**config.mk**
```make
export PLATFORM = sky130hd
export DESIGN_NAME = byte_rx_port
export DESIGN_NICKNAME = d
export VERILOG_FILES = /design/src/rtl/byte_rx_pkg.sv /design/src/rtl/byte_rx_sync.sv /design/src/rtl/byte_rx_ctrl.sv /design/src/rtl/byte_rx_regs.sv /design/src/rtl/byte_rx_port.sv
export SDC_FILE = /design/constraint.sdc
export NUM_CORES = 1
export LEC_CHECK = 0
export ABC_AREA = 1
export CORE_MARGIN = 5
export CORE_UTILIZATION = 30
export CTS_BUF_LIST = sky130_fd_sc_hd__clkbuf_8 sky130_fd_sc_hd__clkbuf_16
export DETAILED_ROUTE_END_ITERATION = 6
export DONT_BUFFER_PORTS = 1
export MAX_ROUTING_LAYER = met4
export SKIP_CTS_REPAIR_TIMING = 1
export SLEW_MARGIN = 20
export SYNTH_ARGS = -nofsm -noshare
export SYNTH_HDL_FRONTEND = slang
export SYNTH_HIERARCHICAL = 1
export SYNTH_SLANG_ARGS = --single-unit
```
**constraint.sdc**
```tcl
create_clock -name clk -period 1.25 [get_ports clk]
set_input_delay 0.0625 -clock clk [delete_from_list [all_inputs] [get_ports clk]]
set_output_delay 0.0625 -clock clk [all_outputs]
set_load 0.03 [all_outputs]
```
**src/rtl/byte_rx_pkg.sv**
```systemverilog
package byte_rx_pkg;
    typedef enum logic {
        S_IDLE = 1'b0,
        S_ACK  = 1'b1
    } hs_state_t;

    localparam logic ADDR_STATUS = 1'b0;
    localparam logic ADDR_DATA   = 1'b1;

    localparam int STAT_READY_BIT = 0;
    localparam int STAT_OVR_BIT   = 1;
endpackage

```
**src/rtl/byte_rx_sync.sv**
```systemverilog
module byte_rx_sync #(
    parameter int STAGES = 2
) (
    input  logic clk,
    input  logic rst_n,
    input  logic async_in,
    output logic sync_out
);
    logic [STAGES-1:0] chain_q;

    generate
        if (STAGES == 1) begin : g_single
            always_ff @(posedge clk or negedge rst_n) begin
                if (!rst_n) chain_q <= '0;
                else        chain_q <= async_in;
            end
        end else begin : g_multi
            always_ff @(posedge clk or negedge rst_n) begin
                if (!rst_n) chain_q <= '0;
                else        chain_q <= {chain_q[STAGES-2:0], async_in};
            end
        end
    endgenerate

    assign sync_out = chain_q[STAGES-1];
endmodule

```
**src/rtl/byte_rx_ctrl.sv**
```systemverilog
module byte_rx_ctrl
    import byte_rx_pkg::*;
(
    input  logic clk,
    input  logic rst_n,
    input  logic valid_s,
    input  logic ready,
    output logic capture,
    output logic ovr_hit,
    output logic accept
);
    hs_state_t state_q, state_d;
    logic      valid_q;
    logic      valid_rise;

    always_ff @(posedge clk or negedge rst_n) begin
        if (!rst_n) valid_q <= 1'b0;
        else        valid_q <= valid_s;
    end

    assign valid_rise = valid_s & ~valid_q;

    // state register
    always_ff @(posedge clk or negedge rst_n) begin
        if (!rst_n) state_q <= S_IDLE;
        else        state_q <= state_d;
    end

    // next state
    always_comb begin
        state_d = state_q;
        unique case (state_q)
            S_IDLE: if (capture) state_d = S_ACK;
            S_ACK:  if (!valid_s && !ready) state_d = S_IDLE;
            default: state_d = S_IDLE;
        endcase
    end

    // outputs
    always_comb begin
        capture = valid_rise & ~ready;
        ovr_hit = valid_rise & ready;
        accept  = (state_q == S_ACK);
    end
endmodule

```
**src/rtl/byte_rx_regs.sv**
```systemverilog
module byte_rx_regs #(
    parameter int DATA_W = 8
) (
    input  logic              clk,
    input  logic              rst_n,
    input  logic              capture,
    input  logic              ovr_hit,
    input  logic              data_rd,
    input  logic [DATA_W-1:0] din,
    output logic [DATA_W-1:0] data_q,
    output logic              ready_q,
    output logic              ovr_q
);
    always_ff @(posedge clk or negedge rst_n) begin
        if (!rst_n)       data_q <= '0;
        else if (capture) data_q <= din;
    end

    always_ff @(posedge clk or negedge rst_n) begin
        if (!rst_n)       ready_q <= 1'b0;
        else if (capture) ready_q <= 1'b1;
        else if (data_rd) ready_q <= 1'b0;
    end

    always_ff @(posedge clk or negedge rst_n) begin
        if (!rst_n)       ovr_q <= 1'b0;
        else if (ovr_hit) ovr_q <= 1'b1;
        else if (data_rd) ovr_q <= 1'b0;
    end
endmodule

```
**src/rtl/byte_rx_port.sv**
```systemverilog
module byte_rx_port
    import byte_rx_pkg::*;
#(
    parameter int DATA_W      = 8,
    parameter int SYNC_STAGES = 2
) (
    input  logic              clk,
    input  logic              rst_n,
    input  logic [DATA_W-1:0] dev_data,
    input  logic              dev_valid,
    output logic              dev_accept,
    input  logic              rd_en,
    input  logic              rd_addr,
    output logic [DATA_W-1:0] rd_data
);
    localparam int PAD_W = DATA_W - 2;

    logic              valid_s;
    logic              capture;
    logic              ovr_hit;
    logic              data_rd;
    logic [DATA_W-1:0] data_q;
    logic              ready_q;
    logic              ovr_q;
    logic [DATA_W-1:0] status_word;

    byte_rx_sync #(.STAGES(SYNC_STAGES)) u_sync (
        .clk      (clk),
        .rst_n    (rst_n),
        .async_in (dev_valid),
        .sync_out (valid_s)
    );

    byte_rx_ctrl u_ctrl (
        .clk     (clk),
        .rst_n   (rst_n),
        .valid_s (valid_s),
        .ready   (ready_q),
        .capture (capture),
        .ovr_hit (ovr_hit),
        .accept  (dev_accept)
    );

    assign data_rd = rd_en && (rd_addr == ADDR_DATA);

    byte_rx_regs #(.DATA_W(DATA_W)) u_regs (
        .clk     (clk),
        .rst_n   (rst_n),
        .capture (capture),
        .ovr_hit (ovr_hit),
        .data_rd (data_rd),
        .din     (dev_data),
        .data_q  (data_q),
        .ready_q (ready_q),
        .ovr_q   (ovr_q)
    );

    always_comb begin
        status_word = {{PAD_W{1'b0}}, 2'b00};
        status_word[STAT_READY_BIT] = ready_q;
        status_word[STAT_OVR_BIT]   = ovr_q;
    end

    assign rd_data = (rd_addr == ADDR_DATA) ? data_q : status_word;
endmodule

```
==> summary.md, run 1 <==
| Metric | Value |
|---|---|
| Status | finished, final reports clean |
| Hold path start | rd_addr |
| Max Cap Viol | 0 |
| Clk Latency, worst-skew pair | 0.24 ns |
| RSZ-0062 raised after global routing | false |
| Most frequent cells in the layout | nand2_1, dfrtp_1, inv_1 |
| Period utilization | 0.8782 |
| Vias in the first global route | 433 |
| Most common cell after layout, fill and taps aside | nand2_1 |
| I/O pin count | 22 |
| Setup_tns | 0 ns |
| Tmin final | 1.098 ns |
| Reg clk slew, reported paths | 0.06 ns |
| Worst Path Max Fanout | 9 |
| Slew @ Worst Pin | 0.6041 ns |
| Syn. warnings | 6 |
| Post-Syn Area | 606.8 sq um |
| CP startpoint kind | flip-flop |
| Final net count | 103 |
| Mapped Nets | 89 |
| Antenna-violating nets left | 0 |
| Element type at the critical path end | flip-flop |
| Largest stage delay, worst path | 0.40 ns |
| Cells after Synth | 76 |
| CTS H-tree lvls | 1 |
| Crit path from | u_regs/ready_q |
| Clk sinks | 14 |
| Routed len/inst | 10.93 um |
| CTS Buf Count | 3 |
| Core footprint | 1942 sq um |
| FMAX | 0.9110 GHz |
| Final setup viols | 0 |
| Dpl hpwl | 917.5 um |
| Initial antenna violation count | 0 |
| Cell Chain, Critical Path | inv_1, nand3_1, inv_1, inv_2, nand2_1, nand2_1 |
| Sequential share of the synthesized area | 0.5773 |
| CTS max path bufs | 2 |
| Cell area power density | 1650 nW/um^2 |
| Hold Vio Cnt, Final | 0 |
| Max IR drop VDD | 0.0009056 V |
| Vias per cell | 4.157 |
| Fraction of layout cells with a size suffix above 1 | 0.07955 |
| WP data arrival | 1.23 ns |
| Max-slew violation count | 0 |
| Pleak | 0.0004517 uW |
| CTS tree | built |
| Crit Path Class | flip-flop to flip-flop |
| Inserted Diodes | 0 |
| Hold Slack | 0.05088 ns |
| CTS Root Cell | clkbuf_8 |
| Reg2reg start | u_regs/ready_q |
| Vias after detailed routing | 478 |
| Avg Cell Area, Syn | 7.985 sq um |
| Largest net degree at the start of global routing | 15 |
| Die W | 54.98 um |
| Flops & latches, synth | 14 |
| Area growth syn-to-layout | 26.39% |
| Critical path required time | 1.38 ns |
| Worst hold path class | input pin to flip-flop |
| DIE HEIGHT | 54.98 um |
| Clock Skews | 0.005093 ns |
| Port Buf Inserts | 0 |
| First-pass GRT wire length | 1.918 mm |
| Drt drc | 0 |
| GRT Total Usage | 0.09739 |
| FP Rows | 16 |
| Iteration count of the initial detailed-routing pass | 2 |
| Netlist cell types | 8 |
| Die area | 3022 sq um |
| R2R Setup Slk | 0.15 ns |
| CP max-delay cell | dfrtp_1 |
| DRT iter0 DRCs | 2 |
| WL final | 1.257 mm |
| Initial Util | 0.3125 |
| RD Place Congestion | 0.7055 |
| Rel. slew slack | 0.5960 |
| GR Overflow Total | 0 |
[critical path: cells and delay by family (launching register included)]
kind,cells,cell delay [ns]
DFF,1,0.40
buffers and inverters,3,0.37
and+or+nand+nor,3,0.21
[power breakdown]
part	switching, uW	leakage [uW]	internal [uW]
clock	151	0.0000216	213
combinational	199	0.000260	81.9
sequential	72.5	0.000170	549
[metal layers]
layer  up-vias  part of all wire  track usage
met1       214              0.44       0.1139
met5         -                 0            -
li1        242                 -            -
met3         2             0.081      0.04290
met2        20              0.47       0.1417
met4         0            0.0095      0.04858
[final cells by class]
type	count	area (sq um)
Sequential cell	14	350.3
Inverter	15	56.30
Fill cell	211	1175
Multi-Input combinational cell	45	177.7
Clock buffer	3	41.29
Timing Repair Buffer	11	107.6
Tap cell	27	33.78
[per-stage QoR]
| stage | setup slack (ns) | area [sq um] | total power [uW] | utilization | instances |
|---|---|---|---|---|---|
| after floorplan | 0.2693 | 606.8 | 842.2 | - | 76 |
| after global placement | 0.2494 | 625.6 | 872.8 | 0.3222 | 102 |
| after detailed placement | 0.1685 | 625.6 | 878.3 | 0.3222 | 102 |
| after CTS | 0.1504 | 666.9 | 1249 | 0.3434 | 105 |
| after global routing | 0.04632 | 767.0 | 1347 | 0.3950 | 115 |
| final | 0.1523 | 767.0 | 1266 | 0.3950 | 115 |
[state kept, by name, summed over array words and instances, names as in the netlist]
signal          flops
u_regs/ovr_q        1
u_regs/ready_q      1
u_ctrl/accept       1
u_regs/data_q       8
u_ctrl/valid_q      1
u_sync/chain_q      2
[kinds of logic (layout without fill, tap and decap cells)]
group / count (synthesis) / in the layout / synth area share
compound gates: 1 / 1 / 0.008240
flops: 14 / 14 / 0.5773
simple gates: 44 / 44 / 0.2845
buf+inv: 17 / 29 / 0.1299
[synth_stat cells (all sizes together)]
cell type / count / share of area
nor3: 1 / 0.016
nand3: 1 / 0.0082
o21ai: 1 / 0.0082
nand2: 42 / 0.26
dfrtp: 14 / 0.58
buf: 2 / 0.037
inv: 15 / 0.093
[final timing paths]
kind                       cells after the start                end
max                                            6   u_regs/data_q[6]
min                                            5       u_regs/ovr_q
max reg2reg                                    6   u_regs/data_q[6]
min reg2reg                                    0  u_sync/chain_q[1]
max in group asynchronous                      1  u_sync/chain_q[1]
min in group asynchronous                      1     u_regs/ready_q
Power figures use the tool's default switching activity.
==> inputs of run 2 (changes only) <==
--- a/config.mk
+++ b/config.mk
@@ -12,9 +12,9 @@
 export DETAILED_ROUTE_END_ITERATION = 6
 export DONT_BUFFER_PORTS = 1
 export MAX_ROUTING_LAYER = met4
+export SETUP_SLACK_MARGIN = 0.05
 export SKIP_CTS_REPAIR_TIMING = 1
 export SLEW_MARGIN = 20
 export SYNTH_ARGS = -nofsm -noshare
 export SYNTH_HDL_FRONTEND = slang
-export SYNTH_HIERARCHICAL = 1
 export SYNTH_SLANG_ARGS = --single-unit
==> run 2 against run 1 <==
The run now ends with negative hold slack left; area after synthesis up 3.3%; critical path depth shrank 4; clock-buffer cell count rose by 1; clock power rose by 18%.
==> summary.md, run 2 <==
| Metric | Value |
|---|---|
| Period utilization | 0.9009 (+0.02270) |
| CP max-delay cell | dfrtp_1 |
| Max IR drop VDD | 0.001002 V (+11%) |
| Tmin final | 1.126 ns (+0.02838 ns) |
| Largest Register | u_regs.data_q |
| Vias per cell | 4.299 (+3.4%) |
| Core footprint | 1982 sq um (+2.1%) |
| WL met1 | 515 um (-7.0%) |
| Die area | 3104 sq um (+2.7%) |
| Metal2 WL | 575 um (-2.2%) |
| Most frequent cells in the layout | nand2_1, dfrtp_1, dlygate4sd3_1 |
| Setup_tns | 0 ns (unchanged) |
| Top_reg_cell synth | dfrtp_1 |
| FMAX | 0.8880 GHz (-2.5%) |
| CP startpoint kind | flip-flop |
| Slew @ Worst Pin | 0.6043 ns (+0.0002713 ns) |
| Antenna-violating nets left | 0 (unchanged) |
| RSZ-0062 raised after global routing | false |
| Critical path required time | 1.19 ns (-0.19 ns) |
| Design area | 793.3 sq um (+3.4%) |
| Final-layout fill cell count | 204 (-3.3%) |
| Die W | 55.71 um (+1.3%) |
| Cell Chain, Critical Path | inv_2, o21ai_2 |
| Pleak | 0.0004195 uW (-7.1%) |
| Multi-input gate area | 206.4 sq um (+16%) |
| Fraction of layout cells with a size suffix above 1 | 0.1500 (+0.07045) |
| Final setup viols | 0 (unchanged) |
| Worst path top cell family by delay | flip-flops |
| WP data arrival | 1.06 ns (-0.17 ns) |
| CTS Buf Count | 3 (unchanged) |
| Most common cell after layout, fill and taps aside | nand2_1 |
| Dpl hpwl | 886.8 um (-3.3%) |
| Post-synth EDFFs | 0 (unchanged) |
| Netlist cell types | 12 (+4) |
| CTS Root Cell | clkbuf_8 |
| Final net count | 94 (-8.7%) |
| Reg area | 350.3 sq um (unchanged) |
| Drt drc | 0 (unchanged) |
| Cells after Synth | 68 (-11%) |
| Max-slew violation count | 0 (unchanged) |
| Share of the synthesized area in the top cell type | 0.5589 (-0.01844) |
| GR Overflow Total | 0 (unchanged) |
| Cell area power density | 1724 nW/um^2 (+4.5%) |
| DR WL met3 | 100 um (-2.0%) |
| Crit Path Class | flip-flop to output port |
| Max Cap Viol | 0 (unchanged) |
| Max reg flops | 8 (unchanged) |
| Largest stage delay, worst path | 0.37 ns (-0.03 ns) |
| Reg clk slew, reported paths | 0.05 ns (about the same) |
| CTS H-tree lvls | 1 (unchanged) |
| CTS tree | built |
| Largest net degree at the start of global routing | 15 (unchanged) |
| Synth async-reset ratio | 1.000 (unchanged) |
| Setup WS pre-CTS | 0.2331 ns (+0.06459 ns) |
| Iteration count of the initial detailed-routing pass | 4 (+2) |
| Syn. warnings | 0 (-6) |
| Top flop regs | u_regs.data_q (8), u_sync.chain_q (2) |
| WL final | 1.210 mm (-3.7%) |
| Vias in the first global route | 441 (+1.8%) |
| Hold Slack | -0.01903 ns (-0.06991 ns) |
| Placed Instance Area | 648.1 sq um (+3.6%) |
| Worst Path Buf+Inv | 1 (-2) |
| Worst setup margin | 0.1239 ns (-0.02838 ns) |
| I/O pin count | 22 (unchanged) |
| Port Buf Inserts | 0 (unchanged) |
| Initial antenna violation count | 0 (unchanged) |
| Clk sinks | 14 (unchanged) |
| Mapped Nets | 81 (-9.0%) |
| Clk Latency, worst-skew pair | 0.24 ns (about the same) |
| Sequential share of the synthesized area | 0.5589 (-0.01844) |
| Most common cell in the synthesized netlist | nand2_1 |
| DRT iter0 DRCs | 5 (+3) |
| Clock Skews | 0.0006288 ns (-0.004464 ns) |
| Element type at the critical path end | output port |
| Worst Path Max Fanout | 11 (+2) |
| Post-Syn Area | 626.9 sq um (+3.3%) |
| Inserted Diodes | 0 (unchanged) |
| Status | finished with violations |
| Area growth syn-to-layout | 26.55% |
| GRT Total Usage | 0.08652 (-0.01087) |
| Hold Vio Cnt, Final | 1 (+1) |
| Rel. slew slack | 0.5958 (about the same) |
| RD Place Congestion | 0.7411 (+5.0%) |
| Top cells by count, synth | nand2_1, dfrtp_1, inv_1, nand4_1, o21ai_2 |
| Tot Pwr | 1368 uW (+8.1%) |
| Initial Util | 0.3163 (+0.003788) |
| First-pass GRT wire length | 1.994 mm (+4.0%) |
| DIE HEIGHT | 55.71 um (+1.3%) |
| R2R Setup Slk | 0.24 ns (+0.09 ns) |
| FP Rows | 16 (unchanged) |
| Worst hold path class | input pin to flip-flop |
| Top Metal Used | met4 |
| Synth area leaders | dfrtp_1, nand2_1, nand4_1, inv_1, o21ai_2 |
| Synth area leader | dfrtp_1 |
| Flops & latches, synth | 14 (unchanged) |
| Vias after detailed routing | 460 (-3.8%) |
| Failing checks | negative hold slack |
| CTS max path bufs | 2 (unchanged) |
| Avg Cell Area, Syn | 9.218 sq um (+15%) |
| Routed len/inst | 11.31 um (+3.5%) |
## run 2: cell types whose count changed in the layout (fill, tap and decap cells not counted), sizes merged, moves of 4 or more
| cell | previous run | this run |
|---|---|---|
| inv | 15 | 10 |
| nand2 | 42 | 26 |
| nand4 | 0 | 8 |
| o21ai | 1 | 5 |
## run 2: logic make-up after synthesis
family,synth area share
compound gates,0.05789
buf+inv,0.1118
simple gates,0.2715
flops,0.5589
## run 2: area by class of cell
type	instances	area share
Sequential cell	14	0.4416
Multi-Input combinational cell	41	0.2603
Timing Repair Buffer	11	0.1325
Clock buffer	4	0.06940
Inverter	10	0.05363
Tap cell	27	0.04259
## run 2: path summary, 6_finish.rpt
path                                   startpoint                 to  cells past startpoint
worst max register to register  u_sync.chain_q[1]   u_regs.data_q[1]                      3
worst min register to register  u_sync.chain_q[0]  u_sync.chain_q[1]                      0
max in group asynchronous                   rst_n   u_regs.data_q[4]                      1
worst min-delay path                  dev_data[6]   u_regs.data_q[6]                      2
worst max-delay path               u_regs.ready_q         rd_data[0]                      2
min in group asynchronous                   rst_n   u_regs.data_q[6]                      1
## run 2: metrics by stage
| stage | util | cells |
|---|---|---|
| after floorplan | - | 68 |
| after global placement | 0.3270 | 94 |
| after detailed placement | 0.3270 | 94 |
| after CTS | 0.3548 | 98 |
| after global routing | 0.4003 | 107 |
| final | 0.4003 | 107 |
## run 2: layer usage
layer / track usage / up-vias
li1: - / 241
met1: 0.09286 / 200
met2: 0.1267 / 15
met3: 0.05800 / 4
met4: 0.03125 / 0
met5: - / -
## run 2: where the power goes
part	internal, uW	switching [uW]	leakage, uW
logic	103	230	0.000221
registers	548	55.8	0.000170
clock network	279	152	0.0000288
total	930	437	0.000419
